`config.mk`:
```
export PLATFORM = sky130hd
export DESIGN_NAME = bus_strobe_gen
export DESIGN_NICKNAME = d
export VERILOG_FILES = /design/src/rtl/bus_strobe_pkg.sv /design/src/rtl/bstr_phase.sv /design/src/rtl/bstr_attr.sv /design/src/rtl/bstr_strobe.sv /design/src/rtl/bus_strobe_gen.sv
export SDC_FILE = /design/constraint.sdc
export NUM_CORES = 1
export LEC_CHECK = 0
export ABC_AREA = 0
export ABC_CLOCK_PERIOD_IN_PS = 2900
export BUFFER_PORTS_ARGS = -buffer_cell sky130_fd_sc_hd__buf_2
export CAP_MARGIN = 20
export CELL_PAD_IN_SITES_DETAIL_PLACEMENT = 0
export CELL_PAD_IN_SITES_GLOBAL_PLACEMENT = 2
export CORE_AREA = 2 2 53 55
export DETAILED_ROUTE_END_ITERATION = 10
export DIE_AREA = 0 0 55 57
export PLACE_DENSITY_LB_ADDON = 0.1
export SLEW_MARGIN = 20
export SYNTH_ARGS = -nofsm -noshare
export SYNTH_HDL_FRONTEND = slang
export SYNTH_SLANG_ARGS = --single-unit
```
`constraint.sdc`:
```
create_clock -name clk -period 2.9 [get_ports clk]
set_input_delay 0.725 -clock clk [delete_from_list [all_inputs] [get_ports clk]]
set_output_delay 0.725 -clock clk [all_outputs]
set_load 0.01 [all_outputs]
```
`src/rtl/bus_strobe_pkg.sv`:
```
package bus_strobe_pkg;

  // Attributes fixed for one machine cycle at its first edge
  typedef struct packed {
    logic ext;      // code fetch goes to external memory
    logic xd;       // external data access in this cycle
    logic movx;     // MOVX instruction in progress
    logic ale_off;  // free-running ALE suppressed
  } cyc_attr_t;

endpackage

```
`src/rtl/bstr_phase.sv`:
```
module bstr_phase #(
  parameter int CYC_OSC = 12,
  parameter int PH_W    = $clog2(CYC_OSC)
) (
  input  logic            clk,
  input  logic            rst,
  output logic [PH_W-1:0] phase,
  output logic [PH_W-1:0] nxt_phase,
  output logic            at_last
);

  localparam logic [PH_W-1:0] LAST = PH_W'(CYC_OSC - 1);

  // Resting on the last phase in reset makes the first edge open phase 0
  always_ff @(posedge clk) begin
    if (rst) phase <= LAST;
    else     phase <= nxt_phase;
  end

  always_comb begin
    at_last   = (phase == LAST);
    nxt_phase = at_last ? '0 : phase + 1'b1;
  end

  p_wrap_r1: assert property (@(posedge clk) disable iff (rst)
    (phase == LAST) |=> (phase == '0));

  p_step_r1: assert property (@(posedge clk) disable iff (rst)
    (phase != LAST) |=> (phase == $past(phase) + 1'b1));

endmodule

```
`src/rtl/bstr_attr.sv`:
```
module bstr_attr
  import bus_strobe_pkg::*;
#(
  parameter int          PC_W      = 16,
  parameter int unsigned ROM_TOP   = 'h0FFF,
  parameter int          CFG_AW    = 8,
  parameter int unsigned CTRL_ADDR = 'hAF
) (
  input  logic              clk,
  input  logic              rst,
  input  logic              ea_pin,
  input  logic [PC_W-1:0]   pc,
  input  logic              xdata_cycle,
  input  logic              movx_active,
  input  logic              cfg_we,
  input  logic [CFG_AW-1:0] cfg_addr,
  input  logic              cfg_wdata0,
  input  logic              at_last,
  output cyc_attr_t         nxt_attr
);

  localparam logic [PC_W-1:0]   ROM_TOP_V = PC_W'(ROM_TOP);
  localparam logic [CFG_AW-1:0] CTRL_A    = CFG_AW'(CTRL_ADDR);

  logic      ea_lat;
  logic      ale_off;
  logic      cfg_hit;
  cyc_attr_t fresh;
  cyc_attr_t held;

  assign cfg_hit = cfg_we && (cfg_addr == CTRL_A);

  always_comb begin
    fresh.ext     = !ea_lat || (pc > ROM_TOP_V);
    fresh.xd      = xdata_cycle;
    fresh.movx    = movx_active;
    fresh.ale_off = ale_off;
    nxt_attr      = at_last ? fresh : held;
  end

  always_ff @(posedge clk) begin
    if (rst) begin
      ea_lat  <= ea_pin;
      ale_off <= 1'b0;
      held    <= '0;
    end else begin
      if (cfg_hit) ale_off <= cfg_wdata0;
      if (at_last) held    <= fresh;
    end
  end

  p_ea_frozen_r7: assert property (@(posedge clk) disable iff (rst)
    1'b1 |=> $stable(ea_lat));

  p_cfg_ignore_r8: assert property (@(posedge clk) disable iff (rst)
    !cfg_hit |=> $stable(ale_off));

  p_hold_r1: assert property (@(posedge clk) disable iff (rst)
    !at_last |=> $stable(held));

endmodule

```
`src/rtl/bstr_strobe.sv`:
```
module bstr_strobe
  import bus_strobe_pkg::*;
#(
  parameter int CYC_OSC = 12,
  parameter int SLOT    = 2,
  parameter int PH_W    = $clog2(CYC_OSC)
) (
  input  logic            clk,
  input  logic            rst,
  input  logic [PH_W-1:0] nxt_phase,
  input  cyc_attr_t       attr,
  output logic            ale,
  output logic            psen_n
);

  localparam int NSLOT = CYC_OSC / SLOT;
  localparam int HALF  = NSLOT / 2;

  logic ale_d;
  logic psen_n_d;
  logic allow;
  int   slot_n;

  always_comb begin
    slot_n   = int'(nxt_phase) / SLOT;
    allow    = !attr.ale_off || attr.movx || attr.ext;
    ale_d    = allow && (((slot_n == 0) && !attr.xd) || (slot_n == HALF));
    psen_n_d = !(attr.ext && !attr.xd && (slot_n != 0) && (slot_n != HALF));
  end

  always_ff @(posedge clk) begin
    if (rst) begin
      ale    <= 1'b0;
      psen_n <= 1'b1;
    end else begin
      ale    <= ale_d;
      psen_n <= psen_n_d;
    end
  end

  p_exclusive_r4: assert property (@(posedge clk) disable iff (rst)
    !(ale && !psen_n));

  p_xd_no_psen_r5: assert property (@(posedge clk) disable iff (rst)
    attr.xd |=> psen_n);

  p_ale_gate_r9: assert property (@(posedge clk) disable iff (rst)
    (attr.ale_off && !attr.movx && !attr.ext) |=> !ale);

  p_int_no_psen_r6: assert property (@(posedge clk) disable iff (rst)
    !attr.ext |=> psen_n);

endmodule

```
`src/rtl/bus_strobe_gen.sv`:
```
module bus_strobe_gen
  import bus_strobe_pkg::*;
#(
  parameter int          CYC_OSC   = 12,
  parameter int          SLOT      = 2,
  parameter int          PC_W      = 16,
  parameter int unsigned ROM_TOP   = 'h0FFF,
  parameter int          CFG_AW    = 8,
  parameter int unsigned CTRL_ADDR = 'hAF
) (
  input  logic              clk,
  input  logic              rst,
  input  logic              ea_pin,
  input  logic [PC_W-1:0]   pc,
  input  logic              xdata_cycle,
  input  logic              movx_active,
  input  logic              cfg_we,
  input  logic [CFG_AW-1:0] cfg_addr,
  input  logic              cfg_wdata0,
  output logic              ale,
  output logic              psen_n
);

  localparam int PH_W = $clog2(CYC_OSC);

  logic [PH_W-1:0] phase;
  logic [PH_W-1:0] nxt_phase;
  logic            at_last;
  cyc_attr_t       nxt_attr;

  bstr_phase #(.CYC_OSC(CYC_OSC), .PH_W(PH_W)) u_phase (
    .clk       (clk),
    .rst       (rst),
    .phase     (phase),
    .nxt_phase (nxt_phase),
    .at_last   (at_last)
  );

  bstr_attr #(
    .PC_W(PC_W), .ROM_TOP(ROM_TOP), .CFG_AW(CFG_AW), .CTRL_ADDR(CTRL_ADDR)
  ) u_attr (
    .clk         (clk),
    .rst         (rst),
    .ea_pin      (ea_pin),
    .pc          (pc),
    .xdata_cycle (xdata_cycle),
    .movx_active (movx_active),
    .cfg_we      (cfg_we),
    .cfg_addr    (cfg_addr),
    .cfg_wdata0  (cfg_wdata0),
    .at_last     (at_last),
    .nxt_attr    (nxt_attr)
  );

  bstr_strobe #(.CYC_OSC(CYC_OSC), .SLOT(SLOT), .PH_W(PH_W)) u_strobe (
    .clk       (clk),
    .rst       (rst),
    .nxt_phase (nxt_phase),
    .attr      (nxt_attr),
    .ale       (ale),
    .psen_n    (psen_n)
  );

  // a fresh cycle opens only on the edge after the last phase
  p_open_r1: assert property (@(posedge clk) disable iff (rst)
    (phase == '0) |-> $past(at_last));

endmodule

```
# Word-level counts from Yosys, hierarchy flattened
# Cells that the tools add are included.
op_classes:
  reduce_logical: 16
  div: 0
  n_eq_ne: 4
  n_mul: 0
  shift: 0
  n_addsub: 1
  bitwise: 0
  n_lt_le_gt_ge: 1
  muxes: 2
ops:
  columns: ["operator", "count"]
  rows:
  - ["$logic_not A32 Y1", 1]
  - ["$reduce_bool A32 Y1", 1]
  - ["$gt A16 B12 Y1 const B", 1]
  - ["$eq A8 B8 Y1 const B", 1]
  - ["$mux W4", 2]
  - ["$logic_and A1 B1 Y1", 6]
  - ["$add A4 B1 Y4 const B", 1]
  - ["$eq A4 B4 Y1 const B", 1]
  - ["$logic_not A1 Y1", 4]
  - ["$logic_or A1 B1 Y1", 4]
  - ["$eq A3 B3 Y1 const B", 1]
  - ["$ne A3 B3 Y1 const B", 1]
word_totals:
  mem_bits_ro: 0
  ram_bits: 0
  out_inout_bits: 2
  latch_bits: 0
  word_cells: 33
  reg_bits: 12
  input_bits: 31
  mem_count: 0

# Depth between registers and ports, before layout
# Gate-level depths: netlist of run 1.
logic_depth:
  word_depth: 8
  mapped_depth: 7
  depth_no_buf: 5

# By module
# From an unflattened synthesis of run 1, not the netlist that was laid out.
unflattened:
  cells_unflattened: 52
  hier_area_um2: 545.5
modules_own_cells:
  columns: ["module", "instances", "area_per_inst_um2", "cells_each", "seq_area_each_um2"]
  rows:
  - ["bstr_attr", 1, 256.5, 23, 130.1]
  - ["bstr_phase", 1, 196.4, 20, 80.1]
  - ["bstr_strobe", 1, 92.6, 9, 40.0]

# Least setup slack after synthesis of run 1
# Ideal clock, no wire load.
synth_timing:
  path_type: "input to register"
  from: "input port cfg_addr[6]"
  to: "register u_attr.ale_off"
  n_path_buf: 0
  stages: 4
  setup_time_ns: 0.124
  t_arrival_ns: 1.460
  t_required_ns: 2.776
  slack_ns: 1.315
  cell_sequence: "nand4b_1 > nor4b_1 > mux2i_1 > nor2_1"
synth_between:
  elab_chain_cells: 2
synth_rtl:
  columns: ["element", "line", "rtl"]
  rows:
  - ["from (decl)", "bus_strobe_gen.sv:18", "input logic [CFG_AW-1:0] cfg_addr,"]
  - ["$eq A8 B8 Y1", "bstr_attr.sv:31", "assign cfg_hit = cfg_we && (cfg_addr == CTRL_A);"]
  - ["$logic_and A1 B1 Y1", "bstr_attr.sv:31", null]
  - ["to (signal assigned)", "bstr_attr.sv:47", "if (cfg_hit) ale_off <= cfg_wdata0;"]
  - ["to (decl)", "bstr_attr.sv:26", "logic ale_off;"]
# Every way passes these cells.
# A chain may end at the register's enable or synchronous reset.

# Worst setup path in the final report of run 1
layout_timing:
  from: "register u_phase.phase[0]"
  to: "register u_strobe.psen_n"
layout_between:
  elab_chain_cells: 7
  word_cells_on_any_way: 11
  classes_between: "add/sub (1); eq/ne (2); mux (2); reduce/logical (6)"
layout_rtl:
  columns: ["element", "line", "rtl"]
  rows:
  - ["from (decl)", "bstr_phase.sv:7", "output logic [PH_W-1:0] phase,"]
  - ["from (signal assigned)", "bstr_phase.sv:17", "else phase <= nxt_phase;"]
  - ["branches (longest 5 deep; another with $add A4 B1 Y4)", null, null]
  - ["$logic_and A1 B1 Y1 (*)", "bstr_strobe.sv:28", "psen_n_d = !(attr.ext && !attr.xd && (slot_n != 0) && (slot_n != HALF));"]
  - ["$logic_not A1 Y1 (*)", "bstr_strobe.sv:28", null]
  - ["to (signal assigned)", "bstr_strobe.sv:37", "psen_n <= psen_n_d;"]
  - ["to (decl)", "bstr_strobe.sv:13", "output logic psen_n"]
# Mark *: on every way between the ends.

==> results of run 1 <==
[stage by stage]
stage / total power [W] / cells / utilization [%] / worst slack (ns) / hold WS [ns]
2_1_floorplan: 0.0003278 / 65 / - / 1.315 / 0.4365
3_3_place_gp: 0.0003583 / 111 / 27.03 / 1.090 / 0.4528
3_5_place_dp: 0.0003542 / 111 / 27.03 / 1.091 / 0.4585
4_1_cts: 0.0004932 / 115 / 28.42 / 1.304 / 0.4701
5_1_grt: 0.0005217 / 115 / 28.42 / 1.200 / 0.4976
6_report: 0.0004834 / 115 / 28.42 / 1.321 / 0.4676
[report_power, final]
| group | switching (W) | internal [W] | leakage [nW] |
|---|---|---|---|
| Sequential | 0.0000192 | 0.000190 | 0.100 |
| Clock | 0.0000591 | 0.0000762 | 0.0210 |
| Combinational | 0.0000699 | 0.0000692 | 0.205 |
[cells in the mapped netlist]
master,count
a21oi_1,3
nor4b_1,1
o211a_1,1
inv_1,2
nand2_1,6
o21bai_1,2
buf_6,1
nand2b_1,1
nand3_1,3
nor3b_1,1
clkbuf_1,1
a21boi_0,1
a211o_1,1
nand3b_1,1
a32oi_1,1
nor4_1,1
and3b_1,1
a21bo_2,1
a31oi_1,2
ha_1,1
nor3_1,2
buf_4,3
dfxtp_1,11
mux2i_1,4
or2_2,1
nand4b_1,1
o21ai_0,1
o22a_1,1
and4b_1,1
nor2b_1,1
xor2_1,1
edfxtp_1,1
nor2_1,4
xnor2_1,1
[cell usage in the layout, fill, tap and decap left out]
cell | synthesis | final
buf_2 | 0 | 20
dfxtp_1 | 11 | 11
nand2_1 | 6 | 6
mux2i_1 | 4 | 4
nor2_1 | 4 | 4
nand3_1 | 3 | 3
a21oi_1 | 3 | 3
clkbuf_4 | 0 | 3
o21bai_1 | 2 | 2
a31oi_1 | 2 | 2
inv_1 | 2 | 2
nor3_1 | 2 | 2
a21bo_2 | 1 | 1
xor2_1 | 1 | 1
nor2b_1 | 1 | 1
o211a_1 | 1 | 1
and3b_1 | 1 | 1
nor4_1 | 1 | 1
xnor2_1 | 1 | 1
a211o_1 | 1 | 1
nand3b_1 | 1 | 1
nor3b_1 | 1 | 1
o22a_1 | 1 | 1
o21ai_0 | 1 | 1
nand2b_1 | 1 | 1
a21boi_0 | 1 | 1
a32oi_1 | 1 | 1
and4b_1 | 1 | 1
or2_2 | 1 | 1
nand4b_1 | 1 | 1
nor4b_1 | 1 | 1
ha_1 | 1 | 1
clkbuf_8 | 0 | 1
edfxtp_1 | 1 | 1
[state kept, by name (all words and copies together) (netlist names)]
name / flops
u_attr.held: 4
u_attr.ea_lat: 1
u_strobe.ale: 1
u_phase.phase: 4
u_strobe.psen_n: 1
u_attr.ale_off: 1
[worst max-delay path, stage by stage, from the launching register on]
cell and delay, ns:
dfxtp_1 0.38, ha_1 0.35, and3b_1 0.36, o21bai_1 0.09, a31oi_1 0.18, nand3_1 0.09
[kinds of logic (layout without fill, tap and decap cells)]
group | after synthesis | count (layout) | share of synthesized area, %
and+or+nand+nor | 25 | 25 | 22.94
AOI/OAI and AO/OA | 14 | 14 | 16.73
DFF | 12 | 12 | 41.32
buffers and inverters | 7 | 26 | 7.437
muxes | 4 | 4 | 6.612
xor gates and xnor gates | 2 | 2 | 2.893
adders and majority gates | 1 | 1 | 2.066
[cell type report]
class	count	area (sq um)
timing repair buffer	20	100.1
sequential	12	250.2
tap	31	38.79
clock buffer	4	36.28
inverter	2	7.507
fill	300	1872
multi-input combinational	46	310.3
[worst max path at each step]
stage,startpoint,endpoint,cells past startpoint
after floorplan,cfg_addr[6],u_attr.ale_off,4
after global placement,cfg_addr[6],u_attr.ale_off,5
after detailed placement,cfg_addr[6],u_attr.ale_off,5
after CTS,u_phase.phase[0],u_strobe.psen_n,5
after global routing,u_phase.phase[0],u_strobe.psen_n,5
final,u_phase.phase[0],u_strobe.psen_n,5
[routing by layer]
| layer | share of wire, % | GRT usage (%) |
|---|---|---|
| met3 | 7.2 | 3.141 |
| met1 | 45 | 10.28 |
| met5 | 0 | 0 |
| met4 | 1.5 | 6.272 |
| met2 | 46 | 14.12 |
==> results.toml, run 1 <==
[cts]
clock_path_buffers = 2
cts-root-buf = "clkbuf_4"
cts_max_level = 1
worstSkewPairLatency_ns = 0.27
cts_buffers = 3
numClockSinks = 12
hold_buffers = 0
clk_pin_slew_ns = 0.08
cts_tree = "done"
cts_setup_buffers = 0
cts-resized-gates = 0

[synth]
ys_warn_count = 0
avgSynthCellArea_sq_um = 9.317
syn-num-nets = 97
synthCells = 65
synth_top_area_share_pct = 36.36
synth_area_leader_cell = "dfxtp_1"
seq_area_frac_synth_pct = 41.32
synth_cell_types = 34
syn-cell-area_sq_um = 605.6
synth_area_leaders = "dfxtp_1 36%, mux2i_1 6.6%, edfxtp_1 5.0%"
ys_ff_latch = 12

[sta]
drv_slew = 0
rsz0062_at_grt = "false"
worst_slew_pin_slew_ns = 0.3759
fin_crit_ns = 1.579
max_freq_ghz = 0.6332
slew_headroom_pct = 74.71
hold_viol = 0
finalCritPeriodShare_pct = 54.46
finalSetupViolations = 0
fin_setup_tns_ns = 0
skew_ns = 0.004173

[global_routing]
grt_pass1_vias = 489
grt_overflow_total = 0
grt_pass1_wl_um = 1987
grt_max_degree = 12
antenna_found_initial = 0
grt_use_total_pct = 9.148

[drt]
drtPass1Iterations = 2
via_per_inst = 4.539
postRouteAntennaNets = 0
vias = 522
drt_iter0_drc = 2
drcViolationCount = 0
drt_wl_total_um = 1269
wl_per_cell_um = 11.03

[worst_hold_path]
holdPathStages = 2
hold_class = "flip-flop to flip-flop"
min_to = "u_attr.held[0]"
holdCritStartpoint = "u_attr.held[0]"

[critical_path]
reg2reg_slack_ns = 1.32
critPathArrivalTime_ns = 1.74
crit_type = "flip-flop to flip-flop"
cp.required_ns = 3.06
cp-start-kind = "flip-flop"
reg2reg_to = "u_strobe.psen_n"
worstRegToRegCells = 5
reg2reg_from = "u_phase.phase[0]"
end_kind = "flip-flop"
cp_max_fo = 9

[die]
initial_utilization_pct = 23.16
io_pins = 33
die_w_um = 55
die_y_um = 57
die_area_sq_mm = 0.003135
core-area_sq_mm = 0.002615
fp-row-count = 19

[power_and_ir_drop]
p_leak_nw = 0.3269
peakVddDrop_mv = 0.3190
powerDensity_mw_per_mm2 = 650.4

[placed_design]
place_area_sq_um = 706.9
port_buffers = 20
gp_congestion = 0.6402
hpwl_um = 969

[cells_and_area]
nets = 117
syn_to_final_growth_pct = 22.73
diodes = 0
layout-drive-gt1-share_pct = 30.95
stdcell_area_sq_um = 743.2

[outcome]
status = "complete, no violations"

[job]
maxCapViolations = 0
No activity file was read; power rests on OpenSTA's default activity.
==> run 2: changes to the inputs <==
--- a/config.mk
+++ b/config.mk
@@ -5,15 +5,15 @@
 export SDC_FILE = /design/constraint.sdc
 export NUM_CORES = 1
 export LEC_CHECK = 0
-export ABC_AREA = 0
-export ABC_CLOCK_PERIOD_IN_PS = 2900
+export ABC_AREA = 1
+export ABC_CLOCK_PERIOD_IN_PS = 1600
 export BUFFER_PORTS_ARGS = -buffer_cell sky130_fd_sc_hd__buf_2
 export CAP_MARGIN = 20
 export CELL_PAD_IN_SITES_DETAIL_PLACEMENT = 0
 export CELL_PAD_IN_SITES_GLOBAL_PLACEMENT = 2
-export CORE_AREA = 2 2 53 55
+export CORE_AREA = 2 2 57 59
 export DETAILED_ROUTE_END_ITERATION = 10
-export DIE_AREA = 0 0 55 57
+export DIE_AREA = 0 0 59 61
 export PLACE_DENSITY_LB_ADDON = 0.1
 export SLEW_MARGIN = 20
 export SYNTH_ARGS = -nofsm -noshare
==> constraint.sdc (replaced) <==
create_clock -name clk -period 1.6 [get_ports clk]
set_input_delay 0.4 -clock clk [delete_from_list [all_inputs] [get_ports clk]]
set_output_delay 0.4 -clock clk [all_outputs]
set_load 0.01 [all_outputs]
==> run 2 against run 1 <==
  * Global-route usage is 0.85 points lower
  * Setup slack lost 1.2 ns
  * Sequential power increased by 92%
  * Non-clock buffer count did not move
  * Power up 100%
  * Final area decreased by 0.17%
  * Die area grew 15%
  * Critical endpoint is now u_strobe.ale
  * Largest power group unchanged
  * Highest routed layer unchanged
==> results.toml, run 2 <==
[global_routing]
grt_pass1_vias = 535
grt_overflow_total = 0
grt_use_total_pct = 8.293
antenna_found_initial = 0
grt_pass1_wl_um = 2132
grt_max_degree = 9

[die]
fp-row-count = 20
die_area_sq_mm = 0.003599
die_w_um = 59
initial_utilization_pct = 19.11
core-area_sq_mm = 0.002953
io_pins = 33
die_y_um = 61

[synth]
synth_flop_cell = "dfxtp_1"
avgSynthCellArea_sq_um = 7.235
synth.mux.area_fraction_pct = 0
ys_ff_latch = 12
synth-simple-area-share_pct = 39.25
syn-cell-area_sq_um = 564.3
synthArstFlopShare_pct = 0
yosys-top-cells-count = "22 x nand2_1, 12 x inv_1, 11 x dfxtp_1"
syn-num-nets = 110
synthCells = 78
synth_cell_types = 19
synth_top_family_by_area = "simple AND/OR/NAND/NOR gates"
synth-xor-area-share_pct = 0
synth_top_area_share_pct = 39.02
synth_fa_ha_area_share_pct = 2.217
synth-edff-count = 1
ys_warn_count = 0
seq_area_frac_synth_pct = 44.35
yosysMostFrequentCell = "nand2_1"
synth_compound_area_share_pct = 5.543
synth_area_leader_cell = "dfxtp_1"
synth_area_leaders = "dfxtp_1 39%, nand2_1 15%, inv_1 8.0%"

[cells_and_area]
stdcell_area_sq_um = 742.0
final_cell_mix = "22 x nand2_1, 20 x buf_2, 12 x inv_1, 11 x dfxtp_1, 10 x nor2_1"
diodes = 0
n_fill_cell = 357
syn_to_final_growth_pct = 31.49
final_core_util_pct = 25.13
reg_top3 = "u_attr.held: 4 flops, u_phase.phase: 4 flops"
nets = 135
layout_commonest_cell = "nand2_1"
layout-drive-gt1-share_pct = 31.37

[sta]
finalCritPeriodShare_pct = 90.07
fin_setup_tns_ns = 0
drv_slew = 0
worst_slew_pin_slew_ns = 0.2428
slew_headroom_pct = 83.79
finalSetupViolations = 0
max_freq_ghz = 0.6939
hold_viol = 0
skew_ns = 0.002242
fin_crit_ns = 1.441
rsz0062_at_grt = "false"

[critical_path]
critical_path.max_stage_delay_ns = 0.38
cp_num_cells = 10
cp_slowest_cell = "dfxtp_1"
cp.required_ns = 1.77
critPathMostFrequentCell = "nand2_1"
cp-start-kind = "flip-flop"
end_kind = "flip-flop"
crit_type = "flip-flop to flip-flop"
crit_chain = "ha_1, nand2_2, nor2_4, nand2_1, nand2_1, nand2_1, nand2_1, nand2_1, nand2_1, inv_1"
crit_family = "simple AND/OR/NAND/NOR gates"
cp_max_fo = 5
crit_buf_inv = 1
critPathArrivalTime_ns = 1.61
worstRegToRegCells = 10

[cts]
cts_max_level = 1
cts-root-buf = "clkbuf_4"
cts_tree = "done"
cts_setup_buffers = 0
clk_pin_slew_ns = 0.08
numClockSinks = 12
cts-resized-gates = 0
clock_path_buffers = 2
cts_buffers = 3
worstSkewPairLatency_ns = 0.27
hold_buffers = 0

[drt]
postRouteAntennaNets = 0
vias = 531
drtPass1Iterations = 4
wl_per_cell_um = 9.022
via_per_inst = 3.933
drt_iter0_drc = 24
drt_wl_total_um = 1218
drcViolationCount = 0

[placed_design]
gp_congestion = 0.7258
place_area_sq_um = 705.7
port_buffers = 20
hpwl_um = 983.1

[power_and_ir_drop]
p_total_w = 0.0009707
powerDensity_mw_per_mm2 = 1308
peakVddDrop_mv = 0.2258
p_leak_nw = 0.3948

[worst_hold_path]
hold_class = "primary input to flip-flop"
holdPathStages = 1

[job]
maxCapViolations = 0

[outcome]
status = "complete, no violations"
-- run 2: changes by cell type after synthesis, moves of 2 or more --
cell / before / now
a21oi_1: 3 / 1
a31oi_1: 2 / 0
buf_4: 3 / 0
inv_1: 2 / 12
mux2i_1: 4 / 0
nand2_1: 6 / 22
nand2_2: 0 / 3
nand3_1: 3 / 6
nand4_1: 0 / 2
nor2_1: 4 / 10
o21bai_1: 2 / 0
-- run 2: power by group --
part	internal, W	total [W]	switching, W
logic	0.000133	0.000331	0.000197
registers	0.000363	0.000402	0.0000386
clock network	0.000138	0.000238	0.000100
total	0.000634	0.000971	0.000336
-- run 2: kinds of logic after synthesis --
group,after synthesis
AOI/OAI and AO/OA,5
and+or+nand+nor,47
adders and majority gates,1
buffers and inverters,13
DFF,12
-- run 2: cell type report --
| cell class | instances | area, sq um | share of cell area (%) |
|---|---|---|---|
| clock buffer | 4 | 36.28 | 4.890 |
| sequential | 12 | 250.2 | 33.73 |
| inverter | 13 | 48.80 | 6.577 |
| timing repair buffer | 20 | 100.1 | 13.49 |
| tap | 33 | 41.29 | 5.565 |
| multi-input combinational | 53 | 265.3 | 35.75 |
-- run 2: stage by stage --
step	setup WS, ns	cells	hold slack (ns)
6_report	0.1588	135	0.3059
3_3_place_gp	0.1571	131	0.4659
3_5_place_dp	0.1641	131	0.4691
4_1_cts	0.1390	135	0.2963
5_1_grt	0.01019	135	0.2920
2_1_floorplan	0.3491	78	0.4457
-- run 2: worst paths after layout --
path	slack, ns	from	endpoint
hold reg to reg	0.48	u_attr.held[0]	u_attr.held[0]
setup reg to reg	0.16	u_phase.phase[0]	u_strobe.ale
hold / removal	0.31	ea_pin	u_attr.ea_lat
setup / recovery	0.16	u_phase.phase[0]	u_strobe.ale
-- run 2: routing by layer --
layer  vias to the layer above  wire length (um)  global-route usage (%)
met1                       229               509                   7.969
met2                        12               622                   15.40
li1                        288                 -                       -
met4                         0                15                   5.844
met5                         -                 0                       0
met3                         2                70                   2.132
==> run 3: changes to the inputs <==
--- a/config.mk
+++ b/config.mk
@@ -15,7 +15,9 @@
 export DETAILED_ROUTE_END_ITERATION = 10
 export DIE_AREA = 0 0 59 61
 export PLACE_DENSITY_LB_ADDON = 0.1
+export SKIP_LAST_GASP = 1
 export SLEW_MARGIN = 20
 export SYNTH_ARGS = -nofsm -noshare
 export SYNTH_HDL_FRONTEND = slang
+export SYNTH_HIERARCHICAL = 1
 export SYNTH_SLANG_ARGS = --single-unit
==> run 3 against run 2 <==
  * Sequential power fell by 10%
  * Global-route usage fell by 0.61 points
  * First-iteration DRC count fell by 58%
  * Worst hold slack got worse by 0.0025 ns
  * Largest cell class unchanged
==> results.toml, run 3 <==
[power_and_ir_drop]
peakVddDrop_mv = 0.3713
p_total_w = 0.0008361
p_leak_nw = 0.4032
powerDensity_mw_per_mm2 = 1052

[cts]
cts-root-buf = "clkbuf_4"
cts_buffers = 3
worstSkewPairLatency_ns = 0.27
cts_setup_buffers = 0
clock_path_buffers = 2
cts_tree = "done"
clk_pin_slew_ns = 0.08
numClockSinks = 12
cts_max_level = 1

[synth]
syn-cell-area_sq_um = 574.3
syn-num-nets = 112
ys_warn_count = 6
avgSynthCellArea_sq_um = 7.179
synthCells = 80

[sta]
slew_headroom_pct = 85.56
finalSetupViolations = 0
skew_ns = 0.006871
setup_slack_ns = 0.1507
fin_setup_tns_ns = 0
worst_slew_pin_slew_ns = 0.2166
rsz0062_at_grt = "false"
fin_crit_ns = 1.449
drv_slew = 0
hold_viol = 0
finalCritPeriodShare_pct = 90.58
max_freq_ghz = 0.6900

[cells_and_area]
layout-drive-gt1-share_pct = 37.27
diodes = 0
layout_commonest_cell = "nand2_1"
n_fill_cell = 346
syn_to_final_growth_pct = 38.34
final_cells = 143
final_cell_mix = "22 x nand2_1, 20 x buf_2, 13 x inv_1, 11 x dfxtp_1, 8 x nand3_1"
reg_top3 = "u_attr/held: 4 flops, u_phase/phase: 4 flops"
multiInputGateArea_sq_um = 275.3
seqCellArea_sq_um = 250.2
nets = 143

[die]
die_area_sq_mm = 0.003599
die_w_um = 59
core-area_sq_mm = 0.002953
fp-row-count = 20
die_y_um = 61
io_pins = 33
initial_utilization_pct = 19.45

[drt]
via_per_inst = 4.007
wl_per_cell_um = 8.378
drt_wl_total_um = 1198
drtPass1Iterations = 3
postRouteAntennaNets = 0
drcViolationCount = 0
vias = 573
drt_iter0_drc = 10

[outcome]
status = "complete, no violations"

[placed_design]
gp_congestion = 0.7060
port_buffers = 20
post-place-ws_ns = 0.09144
hpwl_um = 982.6
dp_cells = 139

[global_routing]
grt_overflow_total = 0
grt_pass1_vias = 482
grt_max_degree = 12
grt_pass1_wl_um = 1966
antenna_found_initial = 0
grt_use_total_pct = 7.679

[critical_path]
crit_type = "flip-flop to flip-flop"
critical_path.max_stage_delay_ns = 0.36
cp_max_fo = 4
cp_slowest_cell = "dfxtp_1"
critPathMostFrequentCell = "nand2_1"
cp.required_ns = 1.75
critPathArrivalTime_ns = 1.60
end_kind = "flip-flop"
cp-start-kind = "flip-flop"
crit_chain = "ha_2, nand2_2, nor2_4, inv_1, nand2_1, nand2_1, nor3_1, nand3_1"

[job]
maxCapViolations = 0

[worst_hold_path]
hold_class = "primary input to flip-flop"
[run 3: critical path, delay by kind of cell, from the launching register on]
| kind | cells | cell delay (ns) |
|---|---|---|
| buf+inv | 1 | 0.10 |
| fa+ha+maj | 1 | 0.20 |
| simple gates | 6 | 0.66 |
| flops | 1 | 0.36 |
[run 3: through the flow]
stage	util (%)	area [sq um]	hold WS [ns]
floorplan	-	574.3	0.4409
global placement	25.76	760.7	0.4604
detailed placement	25.76	760.7	0.4621
CTS	26.65	787.0	0.2994
global route	26.91	794.5	0.2922
finish	26.91	794.5	0.3035
[run 3: cell type report]
type	instances	area share (%)
Sequential cell	12	31.50
Clock buffer	4	3.307
Inverter	15	7.087
Timing Repair Buffer	26	18.27
Multi-Input combinational cell	53	34.65
Tap cell	33	5.197
[run 3: timing repair]
action,4_1_cts,5_1_grt
endpoints found under the hold margin,0,0
hold buffers,0,0
gates resized for setup,0,2
setup endpoints to repair,0,2
[run 3: where the power goes]
group	switching [W]	internal, W
Clock	0.000102	0.0000965
Combinational	0.000150	0.000127
Sequential	0.0000180	0.000343
[run 3: worst paths after layout]
check	start	endpoint	slack, ns	cells past startpoint
max	u_phase/phase[1]	u_strobe/psen_n	0.15	8
min	ea_pin	u_attr/ea_lat	0.30	1
max reg2reg	u_phase/phase[1]	u_strobe/psen_n	0.15	8
min reg2reg	u_attr/held[0]	u_attr/held[0]	0.47	2
[run 3: per-layer routing]
layer  vias up  track usage (%)  wire length, um
met2        13            12.70              542
met4         0            1.948               13
met5         -                0                0
met3         2            3.838               71
met1       245            8.892              570
li1        313                -                -
